**config.mk**
```make
export PLATFORM = sky130hd
export DESIGN_NAME = ctrlword_loader
export DESIGN_NICKNAME = d
export VERILOG_FILES = /design/src/rtl/ctrlword_pkg.sv /design/src/rtl/bit_sync.sv /design/src/rtl/ser_frontend.sv /design/src/rtl/pa_sequencer.sv /design/src/rtl/ctrlword_loader.sv
export SDC_FILE = /design/constraint.sdc
export NUM_CORES = 1
export LEC_CHECK = 0
export ABC_AREA = 1
export BUFFER_PORTS_ARGS = -buffer_cell sky130_fd_sc_hd__buf_4
export CORE_MARGIN = 2
export CORE_UTILIZATION = 62
export CTS_CLUSTER_DIAMETER = 80
export CTS_CLUSTER_SIZE = 28
export DETAILED_ROUTE_END_ITERATION = 8
export PLACE_DENSITY = 0.84
export SETUP_SLACK_MARGIN = 0.02
export SYNTH_ARGS = -nofsm -noshare
export SYNTH_HDL_FRONTEND = slang
export SYNTH_HIERARCHICAL = 1
export SYNTH_SLANG_ARGS = --single-unit
```
**constraint.sdc**
```tcl
create_clock -name clk -period 3.9 [get_ports clk]
set_input_delay 0 -clock clk [delete_from_list [all_inputs] [get_ports clk]]
set_output_delay 0 -clock clk [all_outputs]
set_load 0.03 [all_outputs]
```
**src/rtl/ctrlword_pkg.sv**
```systemverilog
// Package: shared types for the control word loader.
// Assumes the mode field sits in bits [1:0] of the committed word.
package ctrlword_pkg;
    typedef enum logic [1:0] {
        MODE_PDOWN   = 2'b00,
        MODE_RECV    = 2'b01,
        MODE_XMIT    = 2'b10,
        MODE_STANDBY = 2'b11
    } op_mode_e;

    typedef enum logic [1:0] {
        SEQ_IDLE      = 2'b00,
        SEQ_DRAIN     = 2'b01,
        SEQ_WAIT_LOW  = 2'b10,
        SEQ_WAIT_LOCK = 2'b11
    } seq_state_e;

    localparam int MODE_LSB = 0;
endpackage

```
**src/rtl/bit_sync.sv**
```systemverilog
// Multi-stage synchroniser for a bundle of asynchronous single-bit inputs.
// Assumes each bit is independent; no bus coherency is implied.
module bit_sync #(
    parameter int WIDTH  = 2,
    parameter int STAGES = 2
) (
    input  logic             clk,
    input  logic             rst_n,
    input  logic [WIDTH-1:0] async_i,
    output logic [WIDTH-1:0] sync_o
);
    logic [WIDTH-1:0] stage_q [STAGES];

    // First flop samples the asynchronous pins.
    always_ff @(posedge clk) begin
        if (!rst_n) stage_q[0] <= '0;
        else        stage_q[0] <= async_i;
    end

    genvar gi;
    generate
        for (gi = 1; gi < STAGES; gi++) begin : g_stage
            // Further flops let metastability settle.
            always_ff @(posedge clk) begin
                if (!rst_n) stage_q[gi] <= '0;
                else        stage_q[gi] <= stage_q[gi-1];
            end
        end
    endgenerate

    assign sync_o = stage_q[STAGES-1];
endmodule

```
**src/rtl/ser_frontend.sv**
```systemverilog
// Serial front end: resynchronises the serial clock and data/strobe line,
// detects edges, shifts the staging register and raises commit requests.
// Assumes the serial clock is well below the system clock rate, with each
// phase lasting at least STAGES+1 system clocks.
module ser_frontend #(
    parameter int WORD_W = 80,
    parameter int STAGES = 2
) (
    input  logic              clk,
    input  logic              rst_n,
    input  logic              ser_clk_i,
    input  logic              ser_dat_i,
    output logic [WORD_W-1:0] stage_o,
    output logic              commit_req_o,
    output logic              sck_low_o,
    output logic              sck_fall_o
);
    logic [1:0] sync_w;
    logic       sck_s, dat_s, sck_prev_q, dat_prev_q;
    logic       sck_rise;
    logic [WORD_W-1:0] stage_q;

    bit_sync #(.WIDTH(2), .STAGES(STAGES)) u_sync (
        .clk     (clk),
        .rst_n   (rst_n),
        .async_i ({ser_clk_i, ser_dat_i}),
        .sync_o  (sync_w)
    );

    assign sck_s = sync_w[1];
    assign dat_s = sync_w[0];

    // Previous synchronised samples for edge detection.
    always_ff @(posedge clk) begin
        if (!rst_n) begin
            sck_prev_q <= 1'b0;
            dat_prev_q <= 1'b0;
        end else begin
            sck_prev_q <= sck_s;
            dat_prev_q <= dat_s;
        end
    end

    assign sck_rise     = sck_s & ~sck_prev_q;
    assign sck_fall_o   = ~sck_s & sck_prev_q;
    assign sck_low_o    = ~sck_s;
    assign commit_req_o = sck_s & sck_prev_q & (dat_s ^ dat_prev_q);

    // Staging shift register, first bit lands in the top position.
    always_ff @(posedge clk) begin
        if (!rst_n)        stage_q <= '0;
        else if (sck_rise) stage_q <= {stage_q[WORD_W-2:0], dat_s};
    end

    assign stage_o = stage_q;

    a_r1_stage_hold: assert property (@(posedge clk) disable iff (!rst_n)
        !sck_rise |=> $stable(stage_q));
    a_r1_stage_shift: assert property (@(posedge clk) disable iff (!rst_n)
        sck_rise |=> stage_q[0] == $past(dat_s));
endmodule

```
**src/rtl/pa_sequencer.sv**
```systemverilog
// Amplifier sequencer: decides when a commit may fire, drains the ramp
// before committing over an active amplifier, waits for a low serial clock
// and lock before ramping up, and times the gap after each commit.
// Assumes lock_i is synchronous to clk.
module pa_sequencer
    import ctrlword_pkg::*;
#(
    parameter int RAMP_LEN = 8,
    parameter int MIN_GAP  = 8,
    localparam int LVL_W   = $clog2(RAMP_LEN + 1),
    localparam int GAP_W   = $clog2(MIN_GAP + 1)
) (
    input  logic             clk,
    input  logic             rst_n,
    input  logic             commit_req_i,
    input  logic             sck_low_i,
    input  logic             sck_fall_i,
    input  logic             lock_i,
    input  logic             new_is_xmit_i,
    output logic             fire_o,
    output logic             pa_en_o,
    output logic [LVL_W-1:0] pa_level_o,
    output logic             timing_viol_o
);
    seq_state_e       state_q, state_d;
    logic             target_q, target_d;
    logic [LVL_W-1:0] level_q;
    logic [GAP_W-1:0] gap_q;
    logic             armed_q, viol_q;
    logic             pa_busy, fire;

    assign pa_busy = target_q | (level_q != '0);

    // Next-state and commit decision.
    always_comb begin
        state_d  = state_q;
        target_d = target_q;
        fire     = 1'b0;
        case (state_q)
            SEQ_DRAIN: begin
                if (level_q == '0) begin
                    fire    = 1'b1;
                    state_d = new_is_xmit_i ? SEQ_WAIT_LOW : SEQ_IDLE;
                end
            end
            SEQ_WAIT_LOW: begin
                if (commit_req_i) begin
                    fire    = 1'b1;
                    state_d = new_is_xmit_i ? SEQ_WAIT_LOW : SEQ_IDLE;
                end else if (sck_low_i) begin
                    state_d = SEQ_WAIT_LOCK;
                end
            end
            SEQ_WAIT_LOCK: begin
                if (commit_req_i) begin
                    fire    = 1'b1;
                    state_d = new_is_xmit_i ? SEQ_WAIT_LOW : SEQ_IDLE;
                end else if (lock_i) begin
                    target_d = 1'b1;
                    state_d  = SEQ_IDLE;
                end
            end
            default: begin
                if (commit_req_i) begin
                    if (pa_busy) begin
                        target_d = 1'b0;
                        state_d  = SEQ_DRAIN;
                    end else begin
                        fire    = 1'b1;
                        state_d = new_is_xmit_i ? SEQ_WAIT_LOW : SEQ_IDLE;
                    end
                end
            end
        endcase
    end

    // State and ramp target registers.
    always_ff @(posedge clk) begin
        if (!rst_n) begin
            state_q  <= SEQ_IDLE;
            target_q <= 1'b0;
        end else begin
            state_q  <= state_d;
            target_q <= target_d;
        end
    end

    // Ramp counter moving one step per clock toward the target.
    always_ff @(posedge clk) begin
        if (!rst_n)
            level_q <= '0;
        else if (target_q && level_q != LVL_W'(RAMP_LEN))
            level_q <= level_q + 1'b1;
        else if (!target_q && level_q != '0)
            level_q <= level_q - 1'b1;
    end

    // Gap timer and sticky violation flag after each commit.
    always_ff @(posedge clk) begin
        if (!rst_n) begin
            gap_q   <= '0;
            armed_q <= 1'b0;
            viol_q  <= 1'b0;
        end else if (fire) begin
            gap_q   <= '0;
            armed_q <= 1'b1;
            viol_q  <= 1'b0;
        end else begin
            if (gap_q != GAP_W'(MIN_GAP)) gap_q <= gap_q + 1'b1;
            if (sck_fall_i && armed_q) begin
                armed_q <= 1'b0;
                if (gap_q < GAP_W'(MIN_GAP)) viol_q <= 1'b1;
            end
        end
    end

    assign fire_o        = fire;
    assign pa_en_o       = target_q;
    assign pa_level_o    = level_q;
    assign timing_viol_o = viol_q;

    a_r7_fire_pa_off: assert property (@(posedge clk) disable iff (!rst_n)
        fire |-> (level_q == '0) && !target_q);
    a_r6_lock_gate: assert property (@(posedge clk) disable iff (!rst_n)
        $rose(target_q) |-> $past(lock_i));
    a_r8_ramp_step: assert property (@(posedge clk) disable iff (!rst_n)
        1'b1 |=> (level_q == $past(level_q)) || (level_q == $past(level_q) + 1'b1)
                 || (level_q == $past(level_q) - 1'b1));
    a_r8_ramp_bound: assert property (@(posedge clk) disable iff (!rst_n)
        level_q <= LVL_W'(RAMP_LEN));
    a_r9_viol_cause: assert property (@(posedge clk) disable iff (!rst_n)
        $rose(viol_q) |-> $past(sck_fall_i));
endmodule

```
**src/rtl/ctrlword_loader.sv**
```systemverilog
// Top: serial control word loader with amplifier sequencing. Holds the
// active configuration word and publishes amplifier ramp status.
// Assumes serial phases are slow compared with clk (see ser_frontend).
module ctrlword_loader
    import ctrlword_pkg::*;
#(
    parameter int WORD_W   = 80,
    parameter int STAGES   = 2,
    parameter int RAMP_LEN = 8,
    parameter int MIN_GAP  = 8,
    localparam int LVL_W   = $clog2(RAMP_LEN + 1)
) (
    input  logic              clk,
    input  logic              rst_n,
    input  logic              ser_clk_i,
    input  logic              ser_dat_i,
    input  logic              lock_i,
    output logic [WORD_W-1:0] cfg_o,
    output logic [1:0]        mode_o,
    output logic              load_pulse_o,
    output logic              pa_en_o,
    output logic [LVL_W-1:0]  pa_level_o,
    output logic              pa_full_on_o,
    output logic              pa_full_off_o,
    output logic              timing_viol_o
);
    logic [WORD_W-1:0] stage_w;
    logic              commit_req_w, sck_low_w, sck_fall_w, fire_w;
    logic [WORD_W-1:0] cfg_q;
    logic              pulse_q;
    op_mode_e          staged_mode;

    ser_frontend #(.WORD_W(WORD_W), .STAGES(STAGES)) u_front (
        .clk          (clk),
        .rst_n        (rst_n),
        .ser_clk_i    (ser_clk_i),
        .ser_dat_i    (ser_dat_i),
        .stage_o      (stage_w),
        .commit_req_o (commit_req_w),
        .sck_low_o    (sck_low_w),
        .sck_fall_o   (sck_fall_w)
    );

    assign staged_mode = op_mode_e'(stage_w[MODE_LSB +: 2]);

    pa_sequencer #(.RAMP_LEN(RAMP_LEN), .MIN_GAP(MIN_GAP)) u_seq (
        .clk           (clk),
        .rst_n         (rst_n),
        .commit_req_i  (commit_req_w),
        .sck_low_i     (sck_low_w),
        .sck_fall_i    (sck_fall_w),
        .lock_i        (lock_i),
        .new_is_xmit_i (staged_mode == MODE_XMIT),
        .fire_o        (fire_w),
        .pa_en_o       (pa_en_o),
        .pa_level_o    (pa_level_o),
        .timing_viol_o (timing_viol_o)
    );

    // Active register and the load pulse that accompanies its update.
    always_ff @(posedge clk) begin
        if (!rst_n) begin
            cfg_q   <= '0;
            pulse_q <= 1'b0;
        end else begin
            pulse_q <= fire_w;
            if (fire_w) cfg_q <= stage_w;
        end
    end

    assign cfg_o         = cfg_q;
    assign mode_o        = cfg_q[MODE_LSB +: 2];
    assign load_pulse_o  = pulse_q;
    assign pa_full_on_o  = (pa_level_o == LVL_W'(RAMP_LEN));
    assign pa_full_off_o = (pa_level_o == '0);

    a_r3_cfg_hold: assert property (@(posedge clk) disable iff (!rst_n)
        !fire_w |=> $stable(cfg_q));
    a_r2_pulse_single: assert property (@(posedge clk) disable iff (!rst_n)
        pulse_q |=> !pulse_q);
    a_r8_flags_excl: assert property (@(posedge clk) disable iff (!rst_n)
        $onehot0({pa_full_on_o, pa_full_off_o}));
    a_r5_no_en_at_commit: assert property (@(posedge clk) disable iff (!rst_n)
        pulse_q |-> !pa_en_o);
endmodule

```
==> metrics.txt <==
FF/Latch Area 3610 µm²; Post-Synthesis Cells 1,178; skew final 0.00567 ns; worst min-delay path category primary input to register; I/O pin count 96; Worst setup EP type register; Worst Setup Slack post-DPL 1.55 ns; fmax 0.419 GHz; Initial Util 0.628; Final Hold Violating Endpoints 0; Detail Placement HPWL 8770 µm; WL met3 564 µm; Iteration-0 DRC Markers 580; Max IR drop VDD 0.374 mV; Net Switching 1.49 mW; final WL 15,000 µm; crit path launch u_front/sck_prev_q$_SDFF_PN0_; port bufs 95; gr usage total 0.232; largest net degree at the start of global routing 111; std cell rows 41; DRC violations left 0; vias per cell 4.72; n_diodes 0; Total Neg Setup Slack 0 ns; RSZ-0062 raised after global routing false; YS warnings 6; Pre-Repair DR Iteration Count 5; CP Max Fanout 71; switching portion of total power 0.304; Worst Reg-to-Reg Cells 10; wire length per cell 10.5 µm; wl on met1 6970 µm; ANT nets after route 0; power density cells 543 nW/µm²; nets@finish 1,255; worst setup margin 1.51 ns; Fill cells 1,041; sequential area share after synthesis 0.460; Worst setup SP type register; Yosys cell types 26; antenna violations before repair 0; CORE AREA 12,500 µm²; Clock power frac 0.338; Logic pwr share 0.230; fin crit share 0.612; grt ovf 0; Sink Count 180; status finished clean; GPL Wtd Cong 0.785; r2r endpoint cfg_o[49]$_SDFFE_PN0P_; Reg power frac 0.432; Slew @ Worst Pin 1.12 ns; CTS Root Cell clkbuf_16; die footprint 13,500 µm²; Critical Path RT 4.22 ns; global-route wire length before repair 25,400 µm; Final Critical Period 2.39 ns; Vias 6,716; synthesis-to-layout area growth 15.3%; die width 116 µm; pins over their slew limit 0; met2 WL 7190 µm; highest routed layer met4; Net Count, Synth 1,192; share of post-route cells with drive strength above 1 0.114; Internal Pwr Total 3.41 mW; clk buf depth 2; Layout Cells excl Fill 1,423; Rel. slew slack 0.256; placed insts 1,391; # setup viols final 0; max-cap viol count 0; Mapped Area 7830 µm²; Arrival @ worst endpoint 2.71 ns; post-CTS sizing 0; multi-input logic area 3100 µm²; CP Capture Point cfg_o[49]$_SDFFE_PN0P_; synthesized flop and latch total 180; # H-tree levels 4; clock latency on the worst-skew pair 0.43 ns; number of global-route vias before repair 6,005; Clock transition at path regs 0.06 ns; Avg Cell Area, Syn 6.64 µm²; Static Leakage 4.03 nW; TritonCTS buffer count 17; Worst R2R Setup Slack 1.51 ns; CTS tree built; Die Ht 116 µm; critical path class register to register; RR Startpoint u_front/sck_prev_q$_SDFF_PN0_
==> metal layers <==
metal,GRT usage,up-vias
li1,-,3566
met1,0.277,2994
met2,0.407,136
met3,0.0550,20
met4,0.0881,0
met5,0,-
==> power groups by stage <==
stage	sequential, mW	combinational [mW]	clock [mW]
after global placement	2.15	1.09	0
after CTS	2.12	1.13	1.68
after detailed placement	2.16	1.12	0
after global routing	2.14	1.27	1.76
after floorplan	2.32	0.682	0
final	2.12	1.13	1.66
==> area by class of cell <==
type                    count  share of cell area
repair buffers            107              0.0926
multi-input cells         747               0.343
inverters                 188              0.0782
well taps                 172              0.0238
clock inverters             5             0.00832
flip-flops and latches    180               0.400
clock buffers              24              0.0545
==> critical path, cell delays in order (launching register included) <==
cell and delay, ns:
dfxtp_1 0.39, o21ai_0 0.11, nor2_1 0.33, o21ai_0 0.16, nand2_1 0.09, nand2_1 0.10, nand2_4 0.55, buf_12 0.32
nand2_1 0.10, nand2_1 0.06, nor2_1 0.04
==> cells in the mapped netlist <==
cell / number / area (µm²)
fa_1: 1 / 20.0
inv_2: 2 / 7.51
o221ai_1: 1 / 8.76
xnor2_1: 1 / 8.76
nand2_2: 4 / 25.0
ha_1: 8 / 100
o21ai_0: 3 / 15.0
nand2_1: 278 / 1040
buf_6: 19 / 214
dfxtp_1: 180 / 3600
nand4_1: 4 / 25.0
inv_1: 186 / 698
nand3_2: 1 / 10.0
buf_1: 8 / 30.0
xor2_1: 2 / 17.5
nor2_1: 340 / 1280
o21bai_1: 1 / 7.51
or2_0: 1 / 6.26
a21oi_1: 6 / 30.0
buf_4: 2 / 15.0
nor3_1: 2 / 10.0
buf_2: 34 / 170
or2_1: 1 / 6.26
nand3_1: 90 / 450
nor2_2: 1 / 6.26
nor2_4: 2 / 22.5
==> through the flow <==
stage | power [mW] | hold slack, ns | instance area [µm²] | util
final | 4.90 | 0.255 | 9030 | 0.724
after global routing | 5.17 | 0.304 | 9030 | 0.724
after CTS | 4.93 | 0.243 | 9030 | 0.724
after detailed placement | 3.28 | 0.186 | 8430 | 0.676
after global placement | 3.25 | 0.186 | 8430 | 0.676
after floorplan | 3.00 | 0.0935 | 7830 | -
==> flip-flops by register name (all words and copies together), names as in the netlist <==
signal and flops:
u_seq/pa_level_o 4, u_seq/state_q 2, u_front/stage_o 80, u_front/sck_prev_q 1, u_seq/armed_q 1, u_seq/timing_viol_o 1, cfg_o 80, u_seq/gap_q 4
u_seq/pa_en_o 1, u_front/u_sync/stage_q 4, load_pulse_o 1, u_front/dat_prev_q 1
==> cells by family (layout without fill, tap and decap cells) <==
group | after synthesis | count (layout) | synth area share
compound gates | 11 | 11 | 0.00783
xor+xnor | 3 | 3 | 0.00336
fa+ha+maj | 9 | 9 | 0.0153
buf+inv | 251 | 324 | 0.145
flops | 180 | 180 | 0.460
simple gates | 724 | 724 | 0.368
==> how the worst min path moves through the flow <==
stage | start | depth (start not counted) | slack, ns | to
finish | rst_n | 3 | 0.26 | u_front/u_sync/stage_q[0][0]$_SDFF_PN0_
global placement | ser_clk_i | 3 | 0.19 | u_front/u_sync/stage_q[0][1]$_SDFF_PN0_
CTS | rst_n | 3 | 0.24 | u_front/u_sync/stage_q[1][1]$_SDFF_PN0_
global route | rst_n | 3 | 0.30 | u_front/u_sync/stage_q[1][1]$_SDFF_PN0_
floorplan | rst_n | 2 | 0.09 | u_front/u_sync/stage_q[0][0]$_SDFF_PN0_
detailed placement | ser_dat_i | 3 | 0.19 | u_front/u_sync/stage_q[0][0]$_SDFF_PN0_
==> cells in the final DEF, fill, tap and decap left out, types with 3 or more instances in the layout <==
cell and count:
a21oi_1 6, buf_4 102, clkbuf_1 3, clkbuf_16 17, clkbuf_8 4, clkinv_2 3
dfxtp_1 179, dlygate4sd3_1 3, ha_1 8, inv_1 186, nand2_1 277, nand2_2 4
nand3_1 90, nand4_1 4, nor2_1 340, o21ai_0 3
==> timing repair <==
item                       CTS  global route
hold endpoints to repair     3             0
setup buffers                0             0
setup endpoints to repair    0             0
hold buffers                 3             0
Power figures use the tool's default switching activity.
